## src/rtl/trap_pkg.sv

```systemverilog
package trap_pkg;
  localparam int CSR_AW = 12;
  localparam logic [CSR_AW-1:0] A_STATUS = 12'h300;
  localparam logic [CSR_AW-1:0] A_MASK   = 12'h304;
  localparam logic [CSR_AW-1:0] A_VBASE  = 12'h305;
  localparam logic [CSR_AW-1:0] A_RETPC  = 12'h341;
  localparam logic [CSR_AW-1:0] A_CAUSE  = 12'h342;
  localparam int GIE_BIT = 3;

  typedef enum logic [2:0] {
    SEL_NONE, SEL_STATUS, SEL_MASK, SEL_VBASE, SEL_RETPC, SEL_CAUSE
  } csr_sel_e;

  function automatic csr_sel_e csr_decode(logic [CSR_AW-1:0] a);
    case (a)
      A_STATUS: return SEL_STATUS;
      A_MASK:   return SEL_MASK;
      A_VBASE:  return SEL_VBASE;
      A_RETPC:  return SEL_RETPC;
      A_CAUSE:  return SEL_CAUSE;
      default:  return SEL_NONE;
    endcase
  endfunction
endpackage

```

## src/rtl/trap_pending.sv

```systemverilog
module trap_pending #(
  parameter int NSRC = 8
) (
  input  logic            clk,
  input  logic            rst,
  input  logic [NSRC-1:0] req_i,
  input  logic [NSRC-1:0] clr_i,
  output logic [NSRC-1:0] pend_o
);
  logic [NSRC-1:0] prev_q;
  logic [NSRC-1:0] rise;

  assign rise = req_i & ~prev_q;

  always_ff @(posedge clk) begin
    if (rst) prev_q <= '0;
    else     prev_q <= req_i;
  end

  // A fresh edge on the same cycle as a clear keeps the bit latched.
  for (genvar i = 0; i < NSRC; i++) begin : g_bit
    always_ff @(posedge clk) begin
      if (rst)           pend_o[i] <= 1'b0;
      else if (rise[i])  pend_o[i] <= 1'b1;
      else if (clr_i[i]) pend_o[i] <= 1'b0;
    end
  end
endmodule

```

## src/rtl/trap_arbiter.sv

```systemverilog
module trap_arbiter #(
  parameter  int NSRC = 8,
  localparam int IDXW = (NSRC > 1) ? $clog2(NSRC) : 1
) (
  input  logic [NSRC-1:0] req_i,
  output logic [NSRC-1:0] grant_o,
  output logic [IDXW-1:0] idx_o,
  output logic            any_o
);
  for (genvar i = 0; i < NSRC; i++) begin : g_grant
    if (i == 0) begin : g_first
      assign grant_o[i] = req_i[i];
    end else begin : g_rest
      assign grant_o[i] = req_i[i] & ~(|req_i[i-1:0]);
    end
  end

  always_comb begin
    idx_o = '0;
    for (int k = 0; k < NSRC; k++)
      if (grant_o[k]) idx_o = idx_o | IDXW'(k);
  end

  assign any_o = |req_i;
endmodule

```

## src/rtl/trap_csr.sv

```systemverilog
module trap_csr
  import trap_pkg::*;
#(
  parameter  int NSRC = 8,
  parameter  int XLEN = 32,
  localparam int IDXW = (NSRC > 1) ? $clog2(NSRC) : 1
) (
  input  logic              clk,
  input  logic              rst,
  input  logic              wr_en,
  input  logic              rd_en,
  input  logic [CSR_AW-1:0] addr,
  input  logic [XLEN-1:0]   wdata,
  input  logic              take_i,
  input  logic [IDXW-1:0]   cause_i,
  input  logic [XLEN-1:0]   pc_i,
  output logic [XLEN-1:0]   rdata_o,
  output logic [XLEN-1:0]   vbase_o,
  output logic [XLEN-1:0]   retpc_o,
  output logic [NSRC-1:0]   mask_o,
  output logic              gie_o
);
  logic [IDXW-1:0] cause_q;
  logic [XLEN-1:0] rd_mux;
  csr_sel_e        sel;

  assign sel = csr_decode(addr);

  always_ff @(posedge clk) begin
    if (rst) begin
      vbase_o <= '0;
      retpc_o <= '0;
      mask_o  <= '0;
      gie_o   <= 1'b0;
      cause_q <= '0;
    end else begin
      if (wr_en) begin
        case (sel)
          SEL_STATUS: gie_o   <= wdata[GIE_BIT];
          SEL_MASK:   mask_o  <= wdata[NSRC-1:0];
          SEL_VBASE:  vbase_o <= {wdata[XLEN-1:2], 2'b00};
          SEL_RETPC:  retpc_o <= wdata;
          SEL_CAUSE:  cause_q <= wdata[IDXW-1:0];
          default:    ;
        endcase
      end
      // Trap entry is assigned last so it overrides a same-cycle write.
      if (take_i) begin
        retpc_o <= pc_i;
        cause_q <= cause_i;
      end
    end
  end

  always_comb begin
    rd_mux = '0;
    case (sel)
      SEL_STATUS: rd_mux[GIE_BIT] = gie_o;
      SEL_MASK:   rd_mux[NSRC-1:0] = mask_o;
      SEL_VBASE:  rd_mux = vbase_o;
      SEL_RETPC:  rd_mux = retpc_o;
      SEL_CAUSE:  rd_mux[IDXW-1:0] = cause_q;
      default:    rd_mux = '0;
    endcase
  end

  always_ff @(posedge clk) begin
    if (rst)        rdata_o <= '0;
    else if (rd_en) rdata_o <= rd_mux;
  end
endmodule

```

## src/rtl/trap_unit.sv

```systemverilog
module trap_unit
  import trap_pkg::*;
#(
  parameter int NSRC = 8,
  parameter int XLEN = 32
) (
  input  logic              clk,
  input  logic              rst,
  input  logic [NSRC-1:0]   irq_i,
  input  logic [XLEN-1:0]   pc_i,
  input  logic              csr_wr_en,
  input  logic              csr_rd_en,
  input  logic [CSR_AW-1:0] csr_addr,
  input  logic [XLEN-1:0]   csr_wdata,
  output logic [XLEN-1:0]   csr_rdata,
  input  logic              mret_i,
  output logic              redirect_o,
  output logic [XLEN-1:0]   target_o
);
  localparam int IDXW = (NSRC > 1) ? $clog2(NSRC) : 1;

  logic [NSRC-1:0] pend_w, elig_w, grant_w;
  logic [IDXW-1:0] cause_w;
  logic            take_w, gie_w, busy_q;
  logic [NSRC-1:0] mask_w;
  logic [XLEN-1:0] vbase_w, retpc_w;

  trap_pending #(.NSRC(NSRC)) u_pend (
    .clk(clk), .rst(rst), .req_i(irq_i), .clr_i(grant_w), .pend_o(pend_w)
  );

  assign elig_w = pend_w & mask_w & {NSRC{gie_w & ~busy_q & ~mret_i}};

  trap_arbiter #(.NSRC(NSRC)) u_arb (
    .req_i(elig_w), .grant_o(grant_w), .idx_o(cause_w), .any_o(take_w)
  );

  trap_csr #(.NSRC(NSRC), .XLEN(XLEN)) u_csr (
    .clk(clk), .rst(rst), .wr_en(csr_wr_en), .rd_en(csr_rd_en),
    .addr(csr_addr), .wdata(csr_wdata), .take_i(take_w), .cause_i(cause_w),
    .pc_i(pc_i), .rdata_o(csr_rdata), .vbase_o(vbase_w), .retpc_o(retpc_w),
    .mask_o(mask_w), .gie_o(gie_w)
  );

  always_ff @(posedge clk) begin
    if (rst) begin
      busy_q     <= 1'b0;
      redirect_o <= 1'b0;
      target_o   <= '0;
    end else begin
      redirect_o <= take_w | mret_i;
      if (take_w) begin
        busy_q   <= 1'b1;
        target_o <= vbase_w + (XLEN'(cause_w) << 2);
      end else if (mret_i) begin
        busy_q   <= 1'b0;
        target_o <= retpc_w;
      end
    end
  end
endmodule

```

## config.mk

```make
export PLATFORM = sky130hd
export DESIGN_NAME = trap_unit
export DESIGN_NICKNAME = d
export VERILOG_FILES = /design/src/rtl/trap_pkg.sv /design/src/rtl/trap_pending.sv /design/src/rtl/trap_arbiter.sv /design/src/rtl/trap_csr.sv /design/src/rtl/trap_unit.sv
export SDC_FILE = /design/constraint.sdc
export NUM_CORES = 1
export LEC_CHECK = 0
export ABC_AREA = 1
export BUFFER_PORTS_ARGS = -buffer_cell sky130_fd_sc_hd__buf_2
export CAP_MARGIN = 20
export CELL_PAD_IN_SITES_DETAIL_PLACEMENT = 1
export CELL_PAD_IN_SITES_GLOBAL_PLACEMENT = 1
export CORE_MARGIN = 5
export CORE_UTILIZATION = 42
export DETAILED_ROUTE_END_ITERATION = 12
export GPL_ROUTABILITY_DRIVEN = 0
export PLACE_DENSITY_LB_ADDON = 0.1
export SLEW_MARGIN = 25
export SYNTH_ARGS = -nofsm -noshare
export SYNTH_HDL_FRONTEND = slang
export SYNTH_HIERARCHICAL = 1
export SYNTH_SLANG_ARGS = --single-unit
export TNS_END_PERCENT = 1
```

## constraint.sdc

```tcl
create_clock -name clk -period 4.4 [get_ports clk]
set_input_delay 0.66 -clock clk [delete_from_list [all_inputs] [get_ports clk]]
set_output_delay 0.66 -clock clk [all_outputs]
set_load 0.02 [all_outputs]
```

==> impl_metrics.csv <==
group,metric,value,unit
synth,syn_avg_cell_area,6.55,um2
final_layout,register_area,3120,um2
clock_network,cts_resized,0,
global_route,grt_usage,0.276,
drt,postRouteAntennaNets,0,
drt,drtIter0Drc,532,
die,dieArea,22200,um2
sta,rsz0062_at_grt,"no",
sta,tightest_slew,1020,ps
drt,firstDrtPassIters,5,
synth,syn_area,8110,um2
setup_path,worstSetupPathType,"input pin to flop",
setup_path,crit_path_start,"mret_i",
clock_network,cts.path.max_buffers,2,
drt,routed-via-count,8742,
setup_path,timing.rr.start,"u_csr/gie_o$_SDFFE_PP0P_",
final_layout,areaGrowthSynthToFinish,18.0,%
global_route,grt_pass1_vias,8904,
hold_path,hp-start,"irq_i[5]",
global_route,antenna_found_initial,0,
clock_network,h-tree-depth,4,
sta,finalSetupViolations,0,
status,status,"finished, final reports clean",
synth,synth_area_leaders,"dfxtp_1 (38%), nand2_1 (21%), nand3_1 (7.6%), a21oi_1 (6.2%), nor2_1 (5.7%)",
synth,ys_seq_area_frac,0.385,
synth,synth_area_leader_cell,"dfxtp_1",
clock_network,cts.reportedPaths.clkPinSlew,60,ps
clock_network,hold_buffers,0,
die,fp.dieW,149,um
synth,ys_seq_elements,156,
place,port_buffers,153,
synth,syn_inst,1238,
final_layout,fillers,2591,
synth,synth_xor_area_frac,0.0119,
pwr,p_leak,4.26,nW
final_layout,final_cell_mix,"nand2_1 (445), dfxtp_1 (156), buf_2 (152)",
sta,post-route-period-util,0.783,
synth,synth_mux_area_frac,0,
die,core_area,18900,um2
pwr,ir_drop,0.268,mV
final_layout,fin_nets,1449,
synth,synth_top_area_share,0.385,
final_layout,num_antenna_cells,0,
clock_network,cts_root_buffer,"clkbuf_16",
hold_path,hold_path_class,"input pin to flop",
drt,routed_wl,30600,um
synth,synth_top_family_by_area,"simple AND/OR/NAND/NOR gates",
pwr,pwr_density_cell,340,nW/um2
place,hpwl,22100,um
clock_network,cts_buffers,17,
clock_network,clock_sinks,156,
sta,fmax,290,MHz
sta,worst_hold_slack,454,ps
drt,post_drt_wl_per_cell,18.8,um
drt,avgViaCountPerCell,5.37,
synth,synthAdderAreaFrac,0.00709,
sta,setup_tns,0,ps
die,initial_utilization,0.429,
clock_network,cts_tree,"yes",
synth,yosys_warnings,6,
sta,clock_skew,9.09,ps
drt,drc_errors,0,
final_layout,drive_above_1_share,0.187,
synth,synth-simple-area-share,0.400,
clock_network,clk_latency,430,ps
sta,period_needed,3440,ps
setup_path,cp-end-kind,"flop",
setup_path,crit_required,4750,ps
global_route,grt_max_degree,65,
place,post-place-ws,688,ps
setup_path,critPathLaunchType,"input pin",
global_route,grt_pass1_wl,48100,um
die,io_pins,154,
sta,drv_slew,0,
synth,synth.distinct_cells,40,
run,drv_cap,0,
die,placementRows,50,
setup_path,arrival,3800,ps
setup_path,crit_fanout,32,
synth,synth_compound_area_frac,0.111,
clock_network,post_cts_buffers,0,
sta,relSlewSlack,0.317,
die,die-height,149,um
global_route,overflow,0,
sta,fin_ws,956,ps
final_layout,final_common_cell,"nand2_1",
final_layout,multiInputGateArea,4310,um2
sta,final-hold-violation-count,0,
[state kept, by name, summed over array words and instances, names as in the netlist]
name / cells
u_csr/vbase_o: 30
u_pend/pend_o: 8
u_csr/mask_o: 8
busy_q: 1
u_csr/gie_o: 1
u_csr/retpc_o: 32
u_pend/prev_q: 8
redirect_o: 1
u_csr/rdata_o: 32
u_csr/cause_q: 3
target_o: 32
[worst max-delay path: stages]
cell and delay, ps:
buf_2 310, inv_2 120, nand3_1 340, nor2_1 150, nor2_2 230, nand2_2 90, inv_2 80, nand3b_1 110
inv_2 280, buf_4 360, nand2_1 140, nand2_2 570, nand2_1 160, a21oi_1 170
[synthesized netlist by cell type (all sizes together)]
library cell and instances:
nand2 456, dfxtp 156, nor2 140, nand3 139, a21oi 101, inv 78, o21ai 52, buf 39
clkbuf 28, nand3b 8, xor2 8, o221a 6, nor3 5, nand4 4, ha 3, xnor2 3
a22o 2, a31oi 2, o221ai 2, a211oi 1, clkinv 1, conb 1, fa 1, o21bai 1
o31ai 1
[through the flow]
stage / cell area [um2] / util / total power [mW] / std cells
2_1_floorplan: 8120 / - / 1.56 / 1239
3_3_place_gp: 8910 / 0.472 / 1.64 / 1596
3_5_place_dp: 8920 / 0.472 / 1.64 / 1597
4_1_cts: 9580 / 0.507 / 3.28 / 1629
5_1_grt: 9580 / 0.507 / 3.37 / 1629
6_report: 9580 / 0.507 / 3.26 / 1629
[final timing paths]
kind	end	slack, ps	depth (start not counted)
setup / recovery	u_csr/retpc_o[28]$_SDFFE_PP0P_	960	14
hold / removal	u_pend/prev_q[5]$_SDFF_PP0_	450	3
setup reg to reg	target_o[8]$_SDFFE_PP0P_	1210	15
hold reg to reg	target_o[18]$_SDFFE_PP0P_	460	2
[cell type report]
| class | count | area share |
|---|---|---|
| Sequential cell | 156 | 0.326 |
| Multi-Input combinational cell | 937 | 0.450 |
| Clock buffer | 21 | 0.0491 |
| Clock inverter | 11 | 0.0191 |
| Tap cell | 260 | 0.0340 |
| Inverter | 79 | 0.0317 |
| Timing Repair Buffer | 165 | 0.0904 |
[cells by family after synthesis]
| family | after synthesis |
|---|---|
| other cells | 1 |
| buf+inv | 146 |
| fa+ha+maj | 4 |
| simple gates | 752 |
| xor+xnor | 11 |
| compound gates | 168 |
| flops | 156 |
[layer usage]
layer,GRT usage,part of all wire
met1,0.340,0.42
met2,0.475,0.49
met3,0.0444,0.050
met4,0.122,0.045
met5,0,0
[where the power goes]
| part | leakage (nW) | internal, mW | switching (mW) |
|---|---|---|---|
| Sequential | 1.26 | 1.43 | 0.00845 |
| Clock | 0.316 | 1.01 | 0.641 |
| Combinational | 2.68 | 0.0568 | 0.118 |
No activity file was read; power rests on OpenSTA's default activity.
